<file path="config.mk">
export PLATFORM = sky130hd
export DESIGN_NAME = pinmux_keylock_bank
export DESIGN_NICKNAME = d
export VERILOG_FILES = /design/src/rtl/pinmux_kl_pkg.sv /design/src/rtl/pinmux_kl_decode.sv /design/src/rtl/pinmux_kl_seq.sv /design/src/rtl/pinmux_kl_regs.sv /design/src/rtl/pinmux_keylock_bank.sv
export SDC_FILE = /design/constraint.sdc
export NUM_CORES = 1
export LEC_CHECK = 0
export ABC_AREA = 1
export BUFFER_PORTS_ARGS = -buffer_cell sky130_fd_sc_hd__buf_2
export CAP_MARGIN = 25
export CORE_ASPECT_RATIO = 0.5
export CORE_UTILIZATION = 47
export DETAILED_ROUTE_END_ITERATION = 16
export GPL_TIMING_DRIVEN = 0
export PLACE_DENSITY = 0.81
export SLEW_MARGIN = 30
export SYNTH_ARGS = -nofsm -noshare
export SYNTH_HDL_FRONTEND = slang
export SYNTH_SLANG_ARGS = --single-unit
</file>
<file path="constraint.sdc">
create_clock -name clk -period 1.3 [get_ports clk]
set_input_delay 0.065 -clock clk [delete_from_list [all_inputs] [get_ports clk]]
set_output_delay 0.065 -clock clk [all_outputs]
set_load 0.01 [all_outputs]
</file>
<file path="src/rtl/pinmux_kl_pkg.sv">
package pinmux_kl_pkg;

    // Unlock progress of the bank.
    typedef enum logic [1:0] {
        ST_LOCKED = 2'd0,
        ST_ARMED  = 2'd1,
        ST_OPEN   = 2'd2
    } lock_state_e;

    // What a decoded bus address points at.
    typedef enum logic [2:0] {
        TGT_MUX    = 3'd0,
        TGT_KEY_A  = 3'd1,
        TGT_KEY_B  = 3'd2,
        TGT_STATUS = 3'd3,
        TGT_NONE   = 3'd4
    } target_e;

    // Status word bit positions.
    localparam int STAT_LOCKED_BIT  = 0;
    localparam int STAT_PENDING_BIT = 1;

endpackage

</file>
<file path="src/rtl/pinmux_kl_decode.sv">
module pinmux_kl_decode
    import pinmux_kl_pkg::*;
#(
    parameter int NUM_REGS = 8,
    parameter int ADDR_W   = 5,
    parameter int IDX_W    = 3
) (
    input  logic [ADDR_W-1:0] addr,
    output target_e           target,
    output logic [IDX_W-1:0]  idx
);

    localparam logic [ADDR_W-1:0] KEY_A_ADDR  = ADDR_W'(NUM_REGS);
    localparam logic [ADDR_W-1:0] KEY_B_ADDR  = ADDR_W'(NUM_REGS + 1);
    localparam logic [ADDR_W-1:0] STATUS_ADDR = ADDR_W'(NUM_REGS + 2);

    always_comb begin
        idx    = addr[IDX_W-1:0];
        target = TGT_NONE;
        if (addr < KEY_A_ADDR) begin
            target = TGT_MUX;
        end else if (addr == KEY_A_ADDR) begin
            target = TGT_KEY_A;
        end else if (addr == KEY_B_ADDR) begin
            target = TGT_KEY_B;
        end else if (addr == STATUS_ADDR) begin
            target = TGT_STATUS;
        end
    end

endmodule

</file>
<file path="src/rtl/pinmux_kl_seq.sv">
module pinmux_kl_seq
    import pinmux_kl_pkg::*;
#(
    parameter int                DATA_W     = 32,
    parameter logic [DATA_W-1:0] KEY_FIRST  = 32'h83E7_0B13,
    parameter logic [DATA_W-1:0] KEY_SECOND = 32'h95A4_F1E0
) (
    input  logic              clk,
    input  logic              rst_n,
    input  logic              kick_a_wr,
    input  logic              kick_b_wr,
    input  logic [DATA_W-1:0] kick_data,
    output lock_state_e       state_q,
    output logic              bank_open,
    output logic              key_pending
);

    lock_state_e state_d;
    logic        first_ok;
    logic        second_ok;

    assign first_ok  = (kick_data == KEY_FIRST);
    assign second_ok = (kick_data == KEY_SECOND);

    // State register.
    always_ff @(posedge clk or negedge rst_n) begin
        if (!rst_n) begin
            state_q <= ST_LOCKED;
        end else begin
            state_q <= state_d;
        end
    end

    // Transitions: arm, open, relock, hold.
    always_comb begin
        state_d = state_q;
        unique case (state_q)
            ST_LOCKED: begin
                if (kick_a_wr && first_ok) begin
                    state_d = ST_ARMED;
                end
            end
            ST_ARMED: begin
                if (kick_a_wr) begin
                    state_d = first_ok ? ST_ARMED : ST_LOCKED;
                end else if (kick_b_wr) begin
                    state_d = second_ok ? ST_OPEN : ST_LOCKED;
                end
            end
            ST_OPEN: begin
                if (kick_a_wr) begin
                    state_d = first_ok ? ST_ARMED : ST_LOCKED;
                end else if (kick_b_wr && !second_ok) begin
                    state_d = ST_LOCKED;
                end
            end
            default: state_d = ST_LOCKED;
        endcase
    end

    // Outputs.
    always_comb begin
        bank_open   = 1'b0;
        key_pending = 1'b0;
        unique case (state_q)
            ST_LOCKED: ;
            ST_ARMED:  key_pending = 1'b1;
            ST_OPEN:   bank_open   = 1'b1;
            default:   ;
        endcase
    end

endmodule

</file>
<file path="src/rtl/pinmux_kl_regs.sv">
module pinmux_kl_regs #(
    parameter int NUM_REGS = 8,
    parameter int DATA_W   = 32,
    parameter int IDX_W    = 3
) (
    input  logic                         clk,
    input  logic                         rst_n,
    input  logic                         wr_en,
    input  logic [IDX_W-1:0]             wr_idx,
    input  logic [DATA_W-1:0]            wr_data,
    input  logic [IDX_W-1:0]             rd_idx,
    output logic [DATA_W-1:0]            rd_data,
    output logic [NUM_REGS*DATA_W-1:0]   q_flat
);

    for (genvar g = 0; g < NUM_REGS; g++) begin : g_cell
        logic [DATA_W-1:0] cell_q;

        always_ff @(posedge clk or negedge rst_n) begin
            if (!rst_n) begin
                cell_q <= '0;
            end else if (wr_en && (wr_idx == IDX_W'(g))) begin
                cell_q <= wr_data;
            end
        end

        assign q_flat[g*DATA_W +: DATA_W] = cell_q;
    end

    always_comb begin
        rd_data = '0;
        for (int i = 0; i < NUM_REGS; i++) begin
            if (rd_idx == IDX_W'(i)) begin
                rd_data = q_flat[i*DATA_W +: DATA_W];
            end
        end
    end

endmodule

</file>
<file path="src/rtl/pinmux_keylock_bank.sv">
module pinmux_keylock_bank
    import pinmux_kl_pkg::*;
#(
    parameter int                NUM_REGS   = 8,
    parameter int                DATA_W     = 32,
    parameter int                ADDR_W     = 5,
    parameter logic [DATA_W-1:0] KEY_FIRST  = 32'h83E7_0B13,
    parameter logic [DATA_W-1:0] KEY_SECOND = 32'h95A4_F1E0
) (
    input  logic                       clk,
    input  logic                       rst_n,
    input  logic [ADDR_W-1:0]          bus_addr,
    input  logic [DATA_W-1:0]          bus_wdata,
    input  logic                       bus_we,
    input  logic                       bus_priv,
    output logic [DATA_W-1:0]          bus_rdata,
    output logic [NUM_REGS*DATA_W-1:0] mux_sel
);

    localparam int IDX_W = (NUM_REGS > 1) ? $clog2(NUM_REGS) : 1;

    target_e           tgt;
    logic [IDX_W-1:0]  idx;
    logic              wr_ok;
    logic              kick_a_wr;
    logic              kick_b_wr;
    logic              cfg_wr;
    lock_state_e       seq_state;
    logic              bank_open;
    logic              key_pending;
    logic [DATA_W-1:0] cfg_rd;
    logic [DATA_W-1:0] status_word;

    pinmux_kl_decode #(
        .NUM_REGS (NUM_REGS),
        .ADDR_W   (ADDR_W),
        .IDX_W    (IDX_W)
    ) u_decode (
        .addr   (bus_addr),
        .target (tgt),
        .idx    (idx)
    );

    assign wr_ok     = bus_we && bus_priv;
    assign kick_a_wr = wr_ok && (tgt == TGT_KEY_A);
    assign kick_b_wr = wr_ok && (tgt == TGT_KEY_B);
    assign cfg_wr    = wr_ok && (tgt == TGT_MUX) && bank_open;

    pinmux_kl_seq #(
        .DATA_W     (DATA_W),
        .KEY_FIRST  (KEY_FIRST),
        .KEY_SECOND (KEY_SECOND)
    ) u_seq (
        .clk         (clk),
        .rst_n       (rst_n),
        .kick_a_wr   (kick_a_wr),
        .kick_b_wr   (kick_b_wr),
        .kick_data   (bus_wdata),
        .state_q     (seq_state),
        .bank_open   (bank_open),
        .key_pending (key_pending)
    );

    pinmux_kl_regs #(
        .NUM_REGS (NUM_REGS),
        .DATA_W   (DATA_W),
        .IDX_W    (IDX_W)
    ) u_regs (
        .clk     (clk),
        .rst_n   (rst_n),
        .wr_en   (cfg_wr),
        .wr_idx  (idx),
        .wr_data (bus_wdata),
        .rd_idx  (idx),
        .rd_data (cfg_rd),
        .q_flat  (mux_sel)
    );

    always_comb begin
        status_word                   = '0;
        status_word[STAT_LOCKED_BIT]  = ~bank_open;
        status_word[STAT_PENDING_BIT] = key_pending;
    end

    always_comb begin
        bus_rdata = '0;
        unique case (tgt)
            TGT_MUX:    bus_rdata = cfg_rd;
            TGT_STATUS: bus_rdata = status_word;
            default:    bus_rdata = '0;
        endcase
    end

endmodule

</file>
==> results of run 1 <==
-- cell families after synthesis --
group                  share of synthesized area (%)
buffers and inverters                           5.75
AO/OA/AOI/OAI                                   13.7
AND/OR/NAND/NOR                                 24.6
flip-flops                                      55.9
-- routing by layer --
| layer | track usage, % | GRT overflow |
|---|---|---|
| met1 | 82.5 | 9 |
| met2 | 92.5 | 33 |
| met3 | 78.2 | 13 |
| met4 | 71.7 | 16 |
| met5 | 65.8 | 2 |
-- synthesized netlist by cell type, drive strengths merged --
cell type and number:
or2 5, clkbuf 55, nor3b 1, inv 85, o21ai 258, nor3 12, nand4 40, nand2 483
nor2 100, dfrtp 258, nand3 40, buf 24, and3 1, a21oi 59
-- metrics by stage --
step | area (µm²) | setup slack (ns) | TNS, ns | instances | hold slack, ns
detailed placement | 13700 | -0.666 | -108.26 | 2066 | -0.0394
floorplan | 11600 | 0.0370 | 0 | 1421 | -0.231
CTS | 16900 | -0.365 | -52.28 | 2258 | 0.00183
global placement | 13600 | -4.45 | -1240.63 | 2063 | 0.452
-- timing repair --
action	CTS
pin swaps	27
resized for setup	350
hold buffers	32
endpoints found under the hold margin	315
setup buffers	106
endpoints found under the setup margin	288
cloned	15
==> results.sh, run 1 <==
export IMPL_antenna_found_initial=6
export IMPL_worstEpCategory="top-level output"
export IMPL_die_w_um=224
export IMPL_grt_ovfl_total=73
export IMPL_status="stopped before the end"
export IMPL_start_util_pct=48.0
export IMPL_synthDistinctLibCells=27
export IMPL_clk_path_buf_depth=3
export IMPL_pin_count=329
export IMPL_ys_warn_count=0
export IMPL_lastStage="5_1_grt"
export IMPL_cts_htree_levels=1
export IMPL_cts_root_buffer_cell="clkbuf_16"
export IMPL_cts_sinks=258
export IMPL_error_line="[ERROR GRT-0232] Routing congestion too high. Check the congestion heatmap in the GUI."
export IMPL_synthesis_area_um2=11500
export IMPL_gp_congestion=0.962
export IMPL_synth_avg_cell_area_um2=8.12
export IMPL_synth_area_leader_cell="dfrtp_1"
export IMPL_track_usage_pct=82.5
export IMPL_yosys_area_top_type_share_pct=55.9
export IMPL_portBuffers=327
export IMPL_crit_endpoint="bus_rdata[27]"
export IMPL_die_y_um=113
export IMPL_row_count=40
export IMPL_netlist_instances=1421
export IMPL_grt_max_degree=90
export IMPL_ys_ff_latch=258
export IMPL_synth_area_leaders="dfrtp_1, nand2_1, o21ai_0"
export IMPL_cts_buffers=23
export IMPL_synth_nets=1462
export IMPL_dp_hpwl_um=33000
export IMPL_yosysSeqAreaShare_pct=55.9
==> run 2: changes to the inputs <==
--- a/config.mk
+++ b/config.mk
@@ -8,11 +8,10 @@
 export ABC_AREA = 1
 export BUFFER_PORTS_ARGS = -buffer_cell sky130_fd_sc_hd__buf_2
 export CAP_MARGIN = 25
-export CORE_ASPECT_RATIO = 0.5
-export CORE_UTILIZATION = 47
+export CORE_UTILIZATION = 32
 export DETAILED_ROUTE_END_ITERATION = 16
 export GPL_TIMING_DRIVEN = 0
-export PLACE_DENSITY = 0.81
+export PLACE_DENSITY_LB_ADDON = 0.15
 export SLEW_MARGIN = 30
 export SYNTH_ARGS = -nofsm -noshare
 export SYNTH_HDL_FRONTEND = slang
==> constraint.sdc (replaced) <==
create_clock -name clk -period 1.7 [get_ports clk]
set_input_delay 0.085 -clock clk [delete_from_list [all_inputs] [get_ports clk]]
set_output_delay 0.085 -clock clk [all_outputs]
set_load 0.01 [all_outputs]
==> results.sh, run 2 <==
export IMPL_firstDrtPassIters=5
export IMPL_instances_no_fill=2382
export IMPL_r2r_slack_ns=0.09
export IMPL_crit_chain="nand4_1 -> nand2_1 -> nor2_1 -> nand4_1 -> nand2_1 -> nand2_1 -> nand2_1 -> nand2_2 -> buf_6"
export IMPL_dp_hpwl_um=37500
export IMPL_synthDistinctLibCells=27
export IMPL_track_usage_pct=28.6
export IMPL_worstSetupPathType="reg2out"
export IMPL_mostFrequentLayoutCell="nand2_1"
export IMPL_utilization_pct=45.8
export IMPL_synth_area_leaders="dfrtp_1, nand2_1, o21ai_0"
export IMPL_timing_rr_end="u_regs.g_cell[0].cell_q[27]"
export IMPL_max_freq_ghz=0.562
export IMPL_finalWirelength_um=54100
export IMPL_startpoint_type="register"
export IMPL_core_area_um2=35600
export IMPL_fin_nets=1939
export IMPL_worstPathMaxFanout=2
export IMPL_synthesis_area_um2=11500
export IMPL_cts_sinks=258
export IMPL_hold_class="in2reg"
export IMPL_p_leak_nw=8.98
export IMPL_dpl_cell_count=2212
export IMPL_drive_gt1_share_pct=32.3
export IMPL_yosys_area_top_type_share_pct=55.9
export IMPL_grt_ovfl_total=0
export IMPL_ys_flop_type="dfrtp_1"
export IMPL_regMostFlops="u_regs.g_cell.cell_q"
export IMPL_grt_max_degree=75
export IMPL_r2r_start="u_seq.state_q[0]"
export IMPL_first_iter_violations=1093
export IMPL_synth_nets=1462
export IMPL_ys_ff_latch=258
export IMPL_drv_slew=0
export IMPL_clk_path_buf_depth=3
export IMPL_grt_pass1_vias=11400
export IMPL_min_to="u_regs.g_cell[7].cell_q[17]"
export IMPL_min_period_ns=1.78
export IMPL_die_y_um=192
export IMPL_setup_tns_ns=-0.199
export IMPL_clock_skew_ns=0.0263
export IMPL_vdd_drop_max_mv=0.767
export IMPL_die_w_um=192
export IMPL_antenna_found_initial=4
export IMPL_syn2layout_area_growth_pct=41.1
export IMPL_async_flop_share_pct=100
export IMPL_yosysMostFrequentCell="nand2_1"
export IMPL_worstHoldStart="bus_wdata[17]"
export IMPL_netlist_instances=1421
export IMPL_largest_register_ffs=256
export IMPL_gp_congestion=0.874
export IMPL_viasPerCell=5.18
export IMPL_synth_commonest_cells="nand2_1, dfrtp_1, o21ai_0, nor2_1, inv_1"
export IMPL_slew_headroom_pct=39.9
export IMPL_final_cell_mix="nand2_1, buf_2, dfrtp_1"
export IMPL_critPathCaptureType="primary output"
export IMPL_total_power_w=0.0133
export IMPL_maxCapViolCount=0
export IMPL_synth_area_leader_cell="dfrtp_1"
export IMPL_cts_htree_levels=1
export IMPL_hold_viol=0
export IMPL_crit_required_ns=1.62
export IMPL_ys_warn_count=0
export IMPL_reg_top3="u_regs.g_cell.cell_q (256), u_seq.state_q (2)"
export IMPL_grt_pass1_wl_um=76500
export IMPL_worstMarginPinSlew_ns=0.902
export IMPL_start_util_pct=32.4
export IMPL_via_count=12300
export IMPL_reg2regPathDepth=8
export IMPL_cts_tree="built"
export IMPL_wl_per_cell_um=22.7
export IMPL_cpMostUsedCell="nand2_1"
export IMPL_cts_root_buffer_cell="clkbuf_16"
export IMPL_cts_buffers=29
export IMPL_rsz0062_at_grt="true"
export IMPL_worstPathArrival_ns=1.69
export IMPL_critPathSlowestCell="dfrtp_1"
export IMPL_pin_count=329
export IMPL_cp_slowest_stage_delay_ns=0.39
export IMPL_die_area_um2=36800
export IMPL_synth_avg_cell_area_um2=8.12
export IMPL_drc=0
export IMPL_setup_viol=6
export IMPL_violations="negative setup slack"
export IMPL_fin_crit_sh_pct=105
export IMPL_clkLatencyLatePin_ns=0.56
export IMPL_post_place_ws_ns=-0.452
export IMPL_synth_edf_count=0
export IMPL_row_count=69
export IMPL_setup_ws_ns=-0.0787
export IMPL_portBuffers=327
export IMPL_status="finished, violations left"
export IMPL_ant_nets=0
export IMPL_holdPathStages=3
export IMPL_path_clk_slew_ns=0.06
export IMPL_power_density_nw_per_um2=815
export IMPL_yosysSeqAreaShare_pct=55.9
==> run 2: cell counts after synthesis <==
Identical to the previous run, type by type.
==> run 2: layout make-up <==
| cell class | instances | area, µm² |
|---|---|---|
| fillers | 3674 | 19300 |
| flip-flops and latches | 258 | 6460 |
| multi-input cells | 999 | 4660 |
| repair buffers | 446 | 2770 |
| clock buffers | 44 | 842 |
| plain buffers | 79 | 587 |
| well taps | 461 | 577 |
| inverters | 85 | 322 |
| clock inverters | 7 | 63.8 |
| diodes | 3 | 7.51 |
==> run 2: cells by family after synthesis <==
kind of cell / synth area share, %
simple gates: 24.6
compound gates: 13.7
flops: 55.9
buf+inv: 5.75
==> run 2: repair_timing <==
item | in CTS | in global routing
gates resized for setup | 134 | 86
endpoints found under the hold margin | 272 | 0
endpoints found under the setup margin | 275 | 286
setup buffers | 40 | 43
pin swaps | 13 | 64
hold buffers | 33 | 0
==> run 2: layer usage <==
layer,vias to the layer above,part of all wire (%),global-route usage (%)
li1,5581,-,-
met1,6156,43,39.1
met2,530,46,45.4
met5,-,0.024,0
met4,2,2.7,8.00
met3,78,8.3,6.14
==> run 2: stage by stage <==
step	area [µm²]	hold WS, ns
after global placement	13800	0.482
after global routing	16300	0.0606
after detailed placement	13800	0.106
after floorplan	11500	-0.211
after CTS	15700	0.0102
final	16300	0.0301
==> run 2: worst max path at each step <==
stage / startpoint / end / slack, ns / cells after the start
final: u_regs.g_cell[1].cell_q[1] / bus_rdata[1] / -0.08 / 9
after global routing: u_regs.g_cell[0].cell_q[1] / bus_rdata[1] / -0.19 / 9
after CTS: u_seq.state_q[0] / u_regs.g_cell[1].cell_q[13] / -0.1 / 7
after detailed placement: bus_addr[1] / bus_rdata[0] / -0.45 / 10
after global placement: rst_n / u_regs.g_cell[4].cell_q[25] / -4.50 / 1
after floorplan: u_seq.state_q[0] / u_regs.g_cell[3].cell_q[1] / 0.32 / 7
==> run 2: critical path, delay by kind of cell (launching register included) <==
family	cells	cell delay, ns
DFF	1	0.39
buffers and inverters	1	0.13
and+or+nand+nor	8	0.60
==> run 2: report_power, final <==
group | leakage (nW) | total [W] | internal, W | switching, W
clock | 0.449 | 0.00616 | 0.00354 | 0.00263
sequential | 3.60 | 0.00619 | 0.00617 | 0.0000203
combinational | 4.93 | 0.000920 | 0.000278 | 0.000642
total | 8.98 | 0.0133 | 0.00998 | 0.00329
No activity file was read; power rests on OpenSTA's default activity.
==> run 3: changes to the inputs <==
--- a/config.mk
+++ b/config.mk
@@ -8,7 +8,7 @@
 export ABC_AREA = 1
 export BUFFER_PORTS_ARGS = -buffer_cell sky130_fd_sc_hd__buf_2
 export CAP_MARGIN = 25
-export CORE_UTILIZATION = 32
+export CORE_UTILIZATION = 37
 export DETAILED_ROUTE_END_ITERATION = 16
 export GPL_TIMING_DRIVEN = 0
 export PLACE_DENSITY_LB_ADDON = 0.15
==> results.sh, run 3 (synthesis gave the netlist of run 2 again) <==
export IMPL_largest_register_ffs=256
export IMPL_power_density_nw_per_um2=805
export IMPL_gp_congestion=0.888
export IMPL_portBuffers=327
export IMPL_antenna_found_initial=2
export IMPL_grt_pass1_wl_um=72600
export IMPL_path_clk_slew_ns=0.06
export IMPL_firstDrtPassIters=5
export IMPL_finalWirelength_um=51000
export IMPL_cts_htree_levels=1
export IMPL_cts_sinks=258
export IMPL_die_y_um=179
export IMPL_worstMarginPinSlew_ns=0.845
export IMPL_die_w_um=179
export IMPL_whs_ns=0.0322
export IMPL_worstPathArrival_ns=1.65
export IMPL_num_fill_cells=3082
export IMPL_internal_power_w=0.00986
export IMPL_rsz0062_at_grt="true"
export IMPL_critPathCaptureType="primary output"
export IMPL_worstPathMaxFanout=10
export IMPL_worstSetupPathType="in2out"
export IMPL_violations="negative setup slack"
export IMPL_combPwrFrac_pct=7.0
export IMPL_wl_per_cell_um=22.1
export IMPL_swShare_pct=24.1
export IMPL_grt_max_degree=84
export IMPL_grt_ovfl_total=0
export IMPL_via_count=12300
export IMPL_seq_power_share_pct=47.6
export IMPL_hold_viol=0
export IMPL_start_util_pct=37.6
export IMPL_dp_hpwl_um=35200
export IMPL_grt_pass1_vias=11400
export IMPL_clock_skew_ns=0.0173
export IMPL_clk_path_buf_depth=3
export IMPL_place_area_um2=13800
export IMPL_min_period_ns=1.73
export IMPL_vdd_drop_max_mv=0.668
export IMPL_pin_count=329
export IMPL_row_count=64
export IMPL_drive_gt1_share_pct=31.7
export IMPL_track_usage_pct=31.3
export IMPL_setup_ws_ns=-0.0316
export IMPL_mostFrequentLayoutCell="nand2_1"
export IMPL_drv_slew=0
export IMPL_ant_nets=0
export IMPL_fin_crit_sh_pct=102
export IMPL_hold_class="in2async"
export IMPL_regMostFlops="u_regs.g_cell.cell_q"
export IMPL_cts_tree="built"
export IMPL_cts_buffers=29
export IMPL_fin_nets=1937
export IMPL_worstSetupStartpoint="bus_addr[1]"
export IMPL_final_area_um2=16200
export IMPL_syn2layout_area_growth_pct=40.0
export IMPL_first_iter_violations=1053
export IMPL_crit_required_ns=1.62
export IMPL_core_area_um2=30700
export IMPL_status="finished, violations left"
export IMPL_r2r_start="u_seq.state_q[0]"
export IMPL_power_switching_w=0.00314
export IMPL_startpoint_type="primary input"
export IMPL_viasPerCell=5.33
export IMPL_power_frac_clock_pct=45.4
export IMPL_p_leak_nw=8.97
export IMPL_slew_headroom_pct=43.7
export IMPL_reg_top3="u_regs.g_cell.cell_q (256), u_seq.state_q (2)"
export IMPL_clkLatencyLatePin_ns=0.54
export IMPL_maxCapViolCount=0
export IMPL_cts_root_buffer_cell="clkbuf_16"
export IMPL_drc=0
export IMPL_max_freq_ghz=0.578
export IMPL_die_area_um2=31900
export IMPL_setup_viol=5
export IMPL_final_cell_mix="nand2_1, buf_2, dfrtp_1"
run 3: metal layers:
metal | GRT usage [%] | vias up | routed length [µm]
met3 | 6.67 | 103 | 4620
met2 | 49.3 | 634 | 23400
met5 | 0 | - | 0
li1 | - | 5569 | -
met1 | 43.0 | 6021 | 21500
met4 | 9.92 | 0 | 1500
run 3: area by class of cell:
class	instances	area, µm²	share of cell area (%)
antenna	2	5.00	0.0310
buffer	79	631	3.90
clock buffer	47	863	5.34
clock inverter	1	5.00	0.0310
inverter	85	319	1.98
multi-input combinational	999	4660	28.8
sequential	258	6460	40.0
tap	396	495	3.07
timing repair buffer	444	2720	16.8
run 3: path summary, 6_finish.rpt:
check                                                    to  slack [ns]  cells past startpoint
worst min register to register  u_regs.g_cell[4].cell_q[16]        0.51                      2
worst max register to register  u_regs.g_cell[3].cell_q[18]        0.03                      8
min in group clk                 u_regs.g_cell[1].cell_q[7]        0.04                      3
worst max-delay path                          bus_rdata[20]       -0.03                     12
worst min-delay path            u_regs.g_cell[0].cell_q[18]        0.03                      2
max in group asynchronous       u_regs.g_cell[5].cell_q[26]        0.56                      4
run 3: worst max-delay path, cell delays in order:
cell and delay (ns):
buf_2 0.13, inv_2 0.15, nand2_2 0.13, nor2_4 0.23, buf_8 0.22, nand2_1 0.07, nand2_1 0.10, a21oi_2 0.04
nand3_1 0.08, nand2_1 0.05, a21oi_1 0.18, buf_2 0.17
run 3: per-stage QoR:
step	setup TNS, ns	util [%]	std cells	power [W]	setup slack (ns)
5_1_grt	-1.31	52.7	2311	0.0133	-0.162
3_3_place_gp	-1161.58	44.6	2144	0.00705	-4.39
4_1_cts	-0.393	50.6	2264	0.0130	-0.0600
2_1_floorplan	0	-	1421	0.00662	0.324
6_report	-0.110	52.7	2311	0.0130	-0.0316
3_5_place_dp	-40.15	44.9	2147	0.00707	-0.441
run 3: power by group through the flow:
| stage | logic, W | registers, W | clock network, W |
|---|---|---|---|
| global route | 0.000982 | 0.00619 | 0.00617 |
| floorplan | 0.000315 | 0.00631 | 0 |
| finish | 0.000907 | 0.00619 | 0.00590 |
| global placement | 0.000745 | 0.00630 | 0 |
| detailed placement | 0.000774 | 0.00630 | 0 |
| CTS | 0.000854 | 0.00619 | 0.00593 |
run 3: timing repair:
item / CTS / global route
setup endpoints to repair: 280 / 266
endpoints found under the hold margin: 280 / 0
gates cloned: 0 / 0
pin swaps: 14 / 43
hold buffers: 31 / 0
buffers inserted: 38 / 45
resized for setup: 122 / 102
